## config.mk

```make
export PLATFORM = sky130hd
export DESIGN_NAME = err_signal_agg
export DESIGN_NICKNAME = d
export VERILOG_FILES = /design/src/rtl/err_agg_pkg.sv /design/src/rtl/err_agg_ctrl.sv /design/src/rtl/err_agg_dp.sv /design/src/rtl/err_signal_agg.sv
export SDC_FILE = /design/constraint.sdc
export NUM_CORES = 1
export LEC_CHECK = 0
export BUFFER_PORTS_ARGS = -buffer_cell sky130_fd_sc_hd__buf_4
export CAP_MARGIN = 0
export CORE_ASPECT_RATIO = 1.25
export CORE_MARGIN = 2
export CORE_UTILIZATION = 60
export DETAILED_ROUTE_END_ITERATION = 8
export PLACE_DENSITY = 0.92
export SLEW_MARGIN = 25
export SYNTH_ARGS = -nofsm -noshare
export SYNTH_HDL_FRONTEND = slang
export SYNTH_SLANG_ARGS = --single-unit
```

## constraint.sdc

```tcl
create_clock -name clk -period 5.8 [get_ports clk]
set_clock_uncertainty 0.05 [all_clocks]
set_input_delay 0.29 -clock clk [delete_from_list [all_inputs] [get_ports clk]]
set_output_delay 0.29 -clock clk [all_outputs]
set_load 0.01 [all_outputs]
```

## src/rtl/err_agg_pkg.sv

```systemverilog
package err_agg_pkg;
  localparam int WORD_W = 32;
  localparam int ADDR_W = 8;

  typedef enum logic [2:0] {
    FLD_EN    = 3'd0,
    FLD_PRIO  = 3'd1,
    FLD_TYPE  = 3'd2,
    FLD_STAT  = 3'd3,
    FLD_FORCE = 3'd4,
    FLD_HOLD  = 3'd5,
    FLD_CTRL  = 3'd6,
    FLD_NONE  = 3'd7
  } fieldE;

  typedef struct packed {
    logic              wrEn;
    logic              wrPrio;
    logic              wrType;
    logic              wrClr;
    logic              wrForce;
    logic              wrHold;
    logic              wrCtrl;
    logic [4:0]        word;
    logic [WORD_W-1:0] data;
  } regStrobeT;
endpackage

```

## src/rtl/err_agg_ctrl.sv

```systemverilog
module err_agg_ctrl
  import err_agg_pkg::*;
(
  input  logic              regWe,
  input  logic [ADDR_W-1:0] regAddr,
  input  logic [WORD_W-1:0] regWdata,
  output regStrobeT         strobe,
  output fieldE             rdField,
  output logic [4:0]        rdWord
);
  fieldE fieldSel;

  assign fieldSel = fieldE'(regAddr[7:5]);
  assign rdField  = fieldSel;
  assign rdWord   = regAddr[4:0];

  always_comb begin
    strobe         = '0;
    strobe.word    = regAddr[4:0];
    strobe.data    = regWdata;
    strobe.wrEn    = regWe && fieldSel == FLD_EN;
    strobe.wrPrio  = regWe && fieldSel == FLD_PRIO;
    strobe.wrType  = regWe && fieldSel == FLD_TYPE;
    strobe.wrClr   = regWe && fieldSel == FLD_STAT;
    strobe.wrForce = regWe && fieldSel == FLD_FORCE;
    strobe.wrHold  = regWe && fieldSel == FLD_HOLD && regAddr[4:0] == 5'd0;
    strobe.wrCtrl  = regWe && fieldSel == FLD_CTRL && regAddr[4:0] == 5'd0;
  end
endmodule

```

## src/rtl/err_agg_dp.sv

```systemverilog
module err_agg_dp
  import err_agg_pkg::*;
#(
  parameter int NUM_EVENTS = 40,
  parameter int HOLD_W     = 16,
  parameter int HOLD_RST   = 4
) (
  input  logic                  clk,
  input  logic                  rstN,
  input  logic [NUM_EVENTS-1:0] evIn,
  input  regStrobeT             strobe,
  input  fieldE                 rdField,
  input  logic [4:0]            rdWord,
  output logic [WORD_W-1:0]     rdData,
  output logic                  loInt,
  output logic                  hiInt,
  output logic                  errPin
);
  localparam int NUM_WORDS = (NUM_EVENTS + WORD_W - 1) / WORD_W;
  localparam int PAD_W     = NUM_WORDS * WORD_W;

  logic [NUM_EVENTS-1:0] enPri, enCpy, prPri, prCpy, evType, evStat, inPrev;
  logic [NUM_EVENTS-1:0] wordHit, wrBits, setVec, clrVec, frcVec, active;
  logic [HOLD_W-1:0]     holdPri, holdCpy, pinCnt;
  logic                  forcePin, skipCpy, mismatch, pinCond;

  for (genvar i = 0; i < NUM_EVENTS; i++) begin : g_map
    assign wordHit[i] = strobe.word == 5'(i / WORD_W);
    assign wrBits[i]  = wordHit[i] & strobe.data[i % WORD_W];
  end

  assign setVec = evIn & ~(evType & inPrev);
  assign clrVec = strobe.wrClr   ? wrBits : '0;
  assign frcVec = strobe.wrForce ? wrBits : '0;

  always_ff @(posedge clk) begin
    if (!rstN) begin
      enPri <= '0; enCpy <= '0; prPri <= '0; prCpy <= '0;
      evType <= '0; evStat <= '0; inPrev <= '0;
      holdPri <= HOLD_W'(HOLD_RST); holdCpy <= HOLD_W'(HOLD_RST);
      forcePin <= 1'b0; skipCpy <= 1'b0;
    end else begin
      inPrev <= evIn;
      evStat <= (evStat & ~clrVec) | setVec | frcVec;
      if (strobe.wrEn) begin
        enPri <= (enPri & ~wordHit) | wrBits;
        if (!skipCpy) enCpy <= (enCpy & ~wordHit) | wrBits;
      end
      if (strobe.wrPrio) begin
        prPri <= (prPri & ~wordHit) | wrBits;
        if (!skipCpy) prCpy <= (prCpy & ~wordHit) | wrBits;
      end
      if (strobe.wrType) evType <= (evType & ~wordHit) | wrBits;
      if (strobe.wrHold) begin
        holdPri <= strobe.data[HOLD_W-1:0];
        if (!skipCpy) holdCpy <= strobe.data[HOLD_W-1:0];
      end
      if (strobe.wrCtrl) begin
        forcePin <= strobe.data[0];
        skipCpy  <= strobe.data[1];
      end
    end
  end

  assign mismatch = (enPri != enCpy) || (prPri != prCpy) || (holdPri != holdCpy);
  assign active   = evStat & enPri;
  assign loInt    = |(active & ~prPri);
  assign hiInt    = (|(active & prPri)) | mismatch;
  assign pinCond  = hiInt | forcePin;

  always_ff @(posedge clk) begin
    if (!rstN) begin
      errPin <= 1'b0;
      pinCnt <= '0;
    end else if (pinCond) begin
      errPin <= 1'b1;
      pinCnt <= holdPri;
    end else if (pinCnt > HOLD_W'(1)) begin
      errPin <= 1'b1;
      pinCnt <= pinCnt - HOLD_W'(1);
    end else begin
      errPin <= 1'b0;
      pinCnt <= '0;
    end
  end

  logic [PAD_W-1:0] padEn, padPr, padTy, padSt;
  assign padEn = PAD_W'(enPri);
  assign padPr = PAD_W'(prPri);
  assign padTy = PAD_W'(evType);
  assign padSt = PAD_W'(evStat);

  always_comb begin
    rdData = '0;
    if (int'(rdWord) < NUM_WORDS) begin
      unique case (rdField)
        FLD_EN:   rdData = padEn[int'(rdWord) * WORD_W +: WORD_W];
        FLD_PRIO: rdData = padPr[int'(rdWord) * WORD_W +: WORD_W];
        FLD_TYPE: rdData = padTy[int'(rdWord) * WORD_W +: WORD_W];
        FLD_STAT: rdData = padSt[int'(rdWord) * WORD_W +: WORD_W];
        FLD_HOLD: if (rdWord == 5'd0) rdData = WORD_W'(holdPri);
        FLD_CTRL: if (rdWord == 5'd0) rdData = {29'd0, mismatch, skipCpy, forcePin};
        default:  rdData = '0;
      endcase
    end
  end
endmodule

```

## src/rtl/err_signal_agg.sv

```systemverilog
module err_signal_agg
  import err_agg_pkg::*;
#(
  parameter int NUM_EVENTS = 40,
  parameter int HOLD_W     = 16
) (
  input  logic                  clk,
  input  logic                  rstN,
  input  logic [NUM_EVENTS-1:0] evIn,
  input  logic                  regWe,
  input  logic [7:0]            regAddr,
  input  logic [31:0]           regWdata,
  output logic [31:0]           regRdata,
  output logic                  loInt,
  output logic                  hiInt,
  output logic                  errPin
);
  regStrobeT  strobe;
  fieldE      rdField;
  logic [4:0] rdWord;

  err_agg_ctrl ctrl_i (
    .regWe(regWe), .regAddr(regAddr), .regWdata(regWdata),
    .strobe(strobe), .rdField(rdField), .rdWord(rdWord)
  );

  err_agg_dp #(.NUM_EVENTS(NUM_EVENTS), .HOLD_W(HOLD_W)) dp_i (
    .clk(clk), .rstN(rstN), .evIn(evIn), .strobe(strobe),
    .rdField(rdField), .rdWord(rdWord), .rdData(regRdata),
    .loInt(loInt), .hiInt(hiInt), .errPin(errPin)
  );
endmodule

```

# [Word level (Yosys, flattened, before mapping)]
# Index checks and enable logic that the tools add are counted.
[word_totals] regBits=331 in_bits=83 out_inout_bits=35 word_cells=123
[op_classes] addsub=1 order_cmp=2 eq_ne=10 n_shift=4 muxes=10 bitwise=65 reduce_logical=18
[op_table] op="$and 40x40->40" count=11
[op_table] op="$or 40x40->40" count=7
[op_table] op="$shiftx 64x11->32" count=4
[op_table] op="$pmux 32 s6" count=1
[op_table] op="$not 40->40" count=4
[op_table] op="$mux 40" count=2
[op_table] op="$ne 40x40->1" count=2
[op_table] op="$reduce_or 40->1" count=2
[op_table] op="$mux 16" count=3
[op_table] op="$and 1x1->1" count=40
[op_table] op="$mux 32" count=1
[op_table] op="$gt 16x1->1 const B" count=1
[op_table] op="$ne 16x16->1" count=1
[op_table] op="$sub 16x1->16 const B" count=1
[op_table] op="$eq 3x3->1 const B" count=3
[op_table] op="$logic_and 1x1->1" count=9
[op_table] op="$eq 3x2->1 const B" count=2
[op_table] op="$reduce_and 2->1" count=3
[op_table] op="$eq 5x1->1 const B" count=1
[op_table] op="$logic_not 5->1" count=1
[op_table] op="$lt 5x2->1 const B" count=1
[op_table] op="$eq 3x1->1 const B" count=1
[op_table] op="$logic_not 3->1" count=1
[op_table] op="$mux 3" count=1
[op_table] op="4 further kinds" count=7

# [Logic depth before layout (Yosys ltp)]
# Gate-level depths: netlist of the first run.
[depth] depth_word=7 ltp_mapped=10 depth_no_buf=8

# [Cells and area by module]
# Synthesis of the first run repeated with hierarchy kept, for this count alone.
[unflattened] cells_unflattened=1995 area_unflattened_um2=16365.7
[modules_own_cells] mod="err_agg_dp" n_inst=1 cells_per_inst=1936 area_per_inst_um2=15937.8 seq_area_each_um2=6626.4
[modules_own_cells] mod="err_agg_ctrl" n_inst=1 cells_per_inst=59 area_per_inst_um2=427.9 seq_area_each_um2=0.0

# [Worst setup path before layout of the first run]
# No wires, ideal clock.
[synth_timing] path_type="input -> register" start="in regAddr[1]" end="reg (tool-made name)" setup_ns=0.116 arrival_ns=2.149 required_ns=5.634 path_slack_ns=3.485 stages=10 n_path_buf=4 path_cell_list="or4_1 -> buf_4 -> or2_1 -> buf_6 -> nor4_4 -> buf_6 -> and2b_1 -> buf_6 -> mux2i_1 -> nor2b_1"
[synth_rtl] item="from (decl)" line="err_signal_agg.sv:11" rtl="input logic [7:0] regAddr,"

==> metrics, run 1 <==
Worst Setup Start Kind flop; hold slack 0.02508 ns; grt total ovfl 0; GPL Wtd Cong around 1.0; Vias/cell between 6 and 7; detailed placement HPWL ~37000 µm; DR iter-0 viols 2174; syn nets roughly 2k; footprint of the multi-input gates 0.008752 mm²; # nets final between 2k and 2.5k; diode count 0; DRC 0; Post-Synth Simple-Gate Area between 20% and 30%; kind of critical path reg -> out; min-delay worst type in -> reg; CTS buffer count 34; Final Hold Violating Endpoints 0; most used flip-flop cell after synthesis dfxtp_1; initial core utilization 61.11%; leakage ~6.3 nW; final setup fails 0; area of the core ~0.026 mm²; CP Max Fanout 5; Setup crit end kind output pin; GRT busiest layer met2; ys async rst share 0%; Seq cells post-synth 331; final setup margin 2.426 ns; share of the synthesized area in the top cell type approximately two fifths; I/O pin total ~120; clk_lat worst skew roughly 0.52 ns; Area contributors post-synth dfxtp_1, nand2_1, a21boi_0; M1 GR Usage 47.55%; die area 0.02791 mm²; initial antenna violation count 1; clk buf depth 3; CTS tree yes; Core Util, Final between 70% and 80%; Fillers ~2.0k; Final ANT Viol Nets 0; Reg area 0.006626 mm²; outcome completed; WP data arrival around 3 ns; Root Buffer clkbuf_16; via count between 15k and 20k; f_max a little under 0.3 GHz; synth cell count leaders nand2_1, dfxtp_1, a21boi_0, clkbuf_1, xnor2_1; most frequent cell after synthesis nand2_1; met2 usage between 60% and 70%; routing usage on met3 roughly 7.5%; CTS hold repair buffers 40; Max-Cap Viols 0; Final Critical Period roughly 3.4 ns; post-synthesis adder-cell area fraction less than 1%; worst-margin pin slew 1.040 ns; Die Ht 186.3 µm; row cnt 66; gr usage total roughly 39%; post-synthesis xor/xnor area fraction ~5.9%; Post-Place Worst Slack around 2.5 ns; Port Buffers around 120; H-tree Lvls 2; largest area contributor in the netlist dfxtp_1; synthesized area roughly 0.016 mm²; CTS Sinks between 300 and 400; main combinational cell family by area after synthesis simple AND/OR/NAND/NOR gates; post-synthesis sequential area ratio 41.55%; Pwr per Cell Area roughly 300 mW/mm²; layout cells sized above 1 between 10 and 15%; die width 149.8 µm; final worst-path cycle share between 50 and 60%; first-pass GRT wire length between 80000 and 90000 µm; Cells after Synth 1939; peak supply drop 0.2581 mV; Syn-to-layout area delta 16.01%; largest net degree at the start of global routing between 100 and 150; Pre-antenna DRT Iters 9; RSZ-0062 raised after global routing no; Critical Path RT about 5.5 ns; number of global-route vias before repair about 15k; clk slew on worst S/H paths about 0.060 ns; Synth Area in Compound Gates 17.75%; Ys Warns 0; DR WL/cell around 23 µm; drt total wl about 55000 µm; number of flops mapped to enable cells by yosys 0; Avg Cell Area, Syn 8.224 µm²; mux contribution to synthesized area under 10%; Synth cell types 57; worst relative slew slack a little under a third; Post-CTS Setup Repair Bufs 0; setup tns final 0 ns; # resized after CTS 0; fin. max-slew vios 0
-- critical path: stages (launching register included) --
cell     delay (ns)
dfxtp_1        0.41
xnor2_1        0.48
nand4_1        0.24
nor4_1         0.53
nand2_1        0.25
or3_1          0.44
buf_4          0.16
-- through the flow --
stage	instance area [µm²]	cells	power (mW)
after floorplan	15950	1939	2.949
after global placement	16830	2274	3.125
after detailed placement	16830	2274	3.157
after CTS	18470	2375	5.577
after global routing	18500	2376	5.755
final	18500	2376	5.608
-- layer usage --
layer  routed length (µm)  part of all wire (%)
met4                 3909                   7.1
met1                19900                    36
met2                25310                    46
met5                    0                     0
met3                 5906                    11
-- layout by cell type (no fill, tap or decap), types with 40 or more instances in the layout --
cell | netlist | routed
nand2_1 | 565 | 565
dfxtp_1 | 331 | 331
a21boi_0 | 180 | 180
buf_4 | 2 | 134
xnor2_1 | 98 | 98
nor2b_1 | 82 | 82
mux2i_1 | 80 | 80
o21ai_0 | 57 | 57
nand3_1 | 52 | 52
and2_1 | 42 | 42
a21oi_1 | 40 | 40
a222oi_1 | 40 | 40
dlygate4sd3_1 | 0 | 40
-- kinds of logic after synthesis --
kind of cell,count (synthesis)
AO/OA/AOI/OAI,395
adder cells (fa/ha/maj),2
XOR/XNOR,107
buffers and inverters,143
AND/OR/NAND/NOR,865
flip-flops,331
multiplexers,96
-- cell type report --
cell class / instances / area share, %
clock buffers: 44 / 5.188
flip-flops and latches: 331 / 35.82
multi-input cells: 1465 / 47.31
well taps: 340 / 2.300
inverters: 3 / 0.06087
clock inverters: 17 / 1.508
repair buffers: 176 / 7.812
-- final timing paths --
kind                start         endpoint  slack (ns)  depth (start not counted)
min reg2reg          flop             flop        0.42                          2
min          regWdata[28]             flop        0.03                          3
max                  flop            hiInt        2.43                          6
max reg2reg          flop  dp_i.pinCnt[12]        2.88                          7
-- report_power, final --
group          switching (mW)  internal (mW)  total [mW]
combinational           0.410          0.310       0.720
sequential             0.0894           2.36        2.45
clock                   0.949           1.49        2.44
total                    1.45           4.16        5.61
Note: power is estimated with default switching activity, not from simulation.
==> run 2: changes to the inputs <==
==> constraint.sdc (replaced) <==
create_clock -name clk -period 3.5 [get_ports clk]
set_clock_uncertainty 0.05 [all_clocks]
set_input_delay 0.175 -clock clk [delete_from_list [all_inputs] [get_ports clk]]
set_output_delay 0.175 -clock clk [all_outputs]
set_load 0.01 [all_outputs]
==> metrics, run 2 (synthesis results as in run 1) <==
metal1 wirelength 19690 µm; detailed placement HPWL 37290 µm; Root Buffer clkbuf_16; clk buf depth 3; H-tree Lvls 2; Pwr per Cell Area between 400 and 500 mW/mm²; drt total wl roughly 56000 µm; Worst Setup Start Kind flop; Critical Path RT 3.27 ns; Final Power 8.949 mW; die width 149.8 µm; Final Critical Period 3.023 ns; Worst R2R Setup Slack 0.83 ns; metal2 WL between 20000 and 30000 µm; grt total ovfl 0; WP data arrival between 2 and 3 ns; via count ~16k; Post-CTS Setup Repair Bufs 0; I/O pin total roughly 120; Final ANT Viol Nets 0; layout cells sized above 1 between 10% and 20%; peak supply drop around 0.45 mV; Max-Cap Viols 0; RSZ-0062 raised after global routing no; setup tns final 0 ns; row cnt between 60 and 70; initial antenna violation count 1; outcome completed; number of global-route vias before repair about 15k; uppermost layer routed met4; Hold Crit Depth 3; most common cell after layout, fill and taps aside nand2_1; final worst-path cycle share between 80% and 90%; CTS buffer count 34; f_max 0.3308 GHz; CTS tree yes; commonest non-fill, non-tap cells in the layout nand2_1, dfxtp_1, a21boi_0; Syn-to-layout area delta 17.77%; Final Hold Violating Endpoints 0; clk_lat worst skew 0.52 ns; # nets final between 2k and 2.5k; min-delay worst type in -> reg; Port Buffers roughly 120; gr usage total approximately 40%; area of the core about 0.026 mm²; CTS Sinks about 330; leakage roughly 6.5 nW; Die Ht between 150 and 200 µm; Hold Crit Start regWdata[7]; Pre-antenna DRT Iters 8; kind of critical path reg -> out; GPL Wtd Cong approximately 1.0; CP Max Fanout 5; Vias/cell between 6 and 7; initial core utilization between 60% and 70%; die area approximately 0.028 mm²; largest net degree at the start of global routing about 150; final setup fails 0; Setup crit end kind output pin; WL met3 between 6000 and 7000 µm; DR iter-0 viols between 1.5k and 2k; DRC 0; worst-margin pin slew 0.9549 ns; worst relative slew slack roughly 36%; DR WL/cell about 23 µm; clk slew on worst S/H paths roughly 0.07 ns; first-pass GRT wire length approximately 85000 µm; R2R cell count 7; worst r2r dst dp_i.pinCnt[6]; diode count 0; fin. max-slew vios 0
## run 2: power breakdown
group          switching (mW)  total [mW]  internal, mW
Clock                    1.51        3.68          2.17
Sequential              0.148        4.06          3.91
Combinational           0.676        1.21         0.532
Total                    2.34        8.95          6.61
## run 2: layout make-up
type / count / area (µm²)
tap: 340 / 425.4
clock buffer: 48 / 1017
clock inverter: 9 / 95.09
multi-input combinational: 1465 / 8742
fill: 1900 / 7315
inverter: 3 / 11.26
sequential: 331 / 6626
timing repair buffer: 221 / 1863
## run 2: routing by layer
| metal | up-vias | track usage (%) |
|---|---|---|
| met5 | - | 0 |
| met4 | 0 | 26.79 |
| met1 | 7309 | 47.62 |
| met3 | 290 | 8.610 |
| li1 | 6867 | - |
| met2 | 1145 | 64.60 |
## run 2: timing repair
action                                  in CTS  in global routing
hold buffers                                70                  0
resized for setup                            0                  0
hold endpoints to repair                   239                  0
endpoints found under the setup margin       0                  0
## run 2: worst max path at each step
stage                    start     to  slack, ns
floorplan           regAddr[1]   flop       1.30
global placement    regAddr[1]   flop       0.80
detailed placement  regAddr[1]   flop       0.72
CTS                       flop  hiInt       0.61
global route              flop  hiInt       0.42
finish                    flop  hiInt       0.48
## run 2: through the flow
step / std cells / utilization [%] / instance area, µm² / hold slack, ns / setup WS [ns]
5_1_grt: 2417 / 71.97 / 18780 / 0.01885 / 0.4249
3_5_place_dp: 2290 / 65.02 / 16970 / 0.3407 / 0.7166
3_3_place_gp: 2290 / 65.02 / 16970 / 0.3373 / 0.8020
2_1_floorplan: 1939 / - / 15950 / 0.2467 / 1.300
6_report: 2417 / 71.97 / 18780 / 0.01961 / 0.4766
4_1_cts: 2417 / 71.97 / 18780 / 0.004981 / 0.6070
## run 2: critical path, cell delays in order, from the launching register on
cell,delay (ns)
dfxtp_1,0.40
xnor2_1,0.34
nand4_1,0.20
nor4_1,0.36
nand4_1,0.33
or3_1,0.48
buf_4,0.16
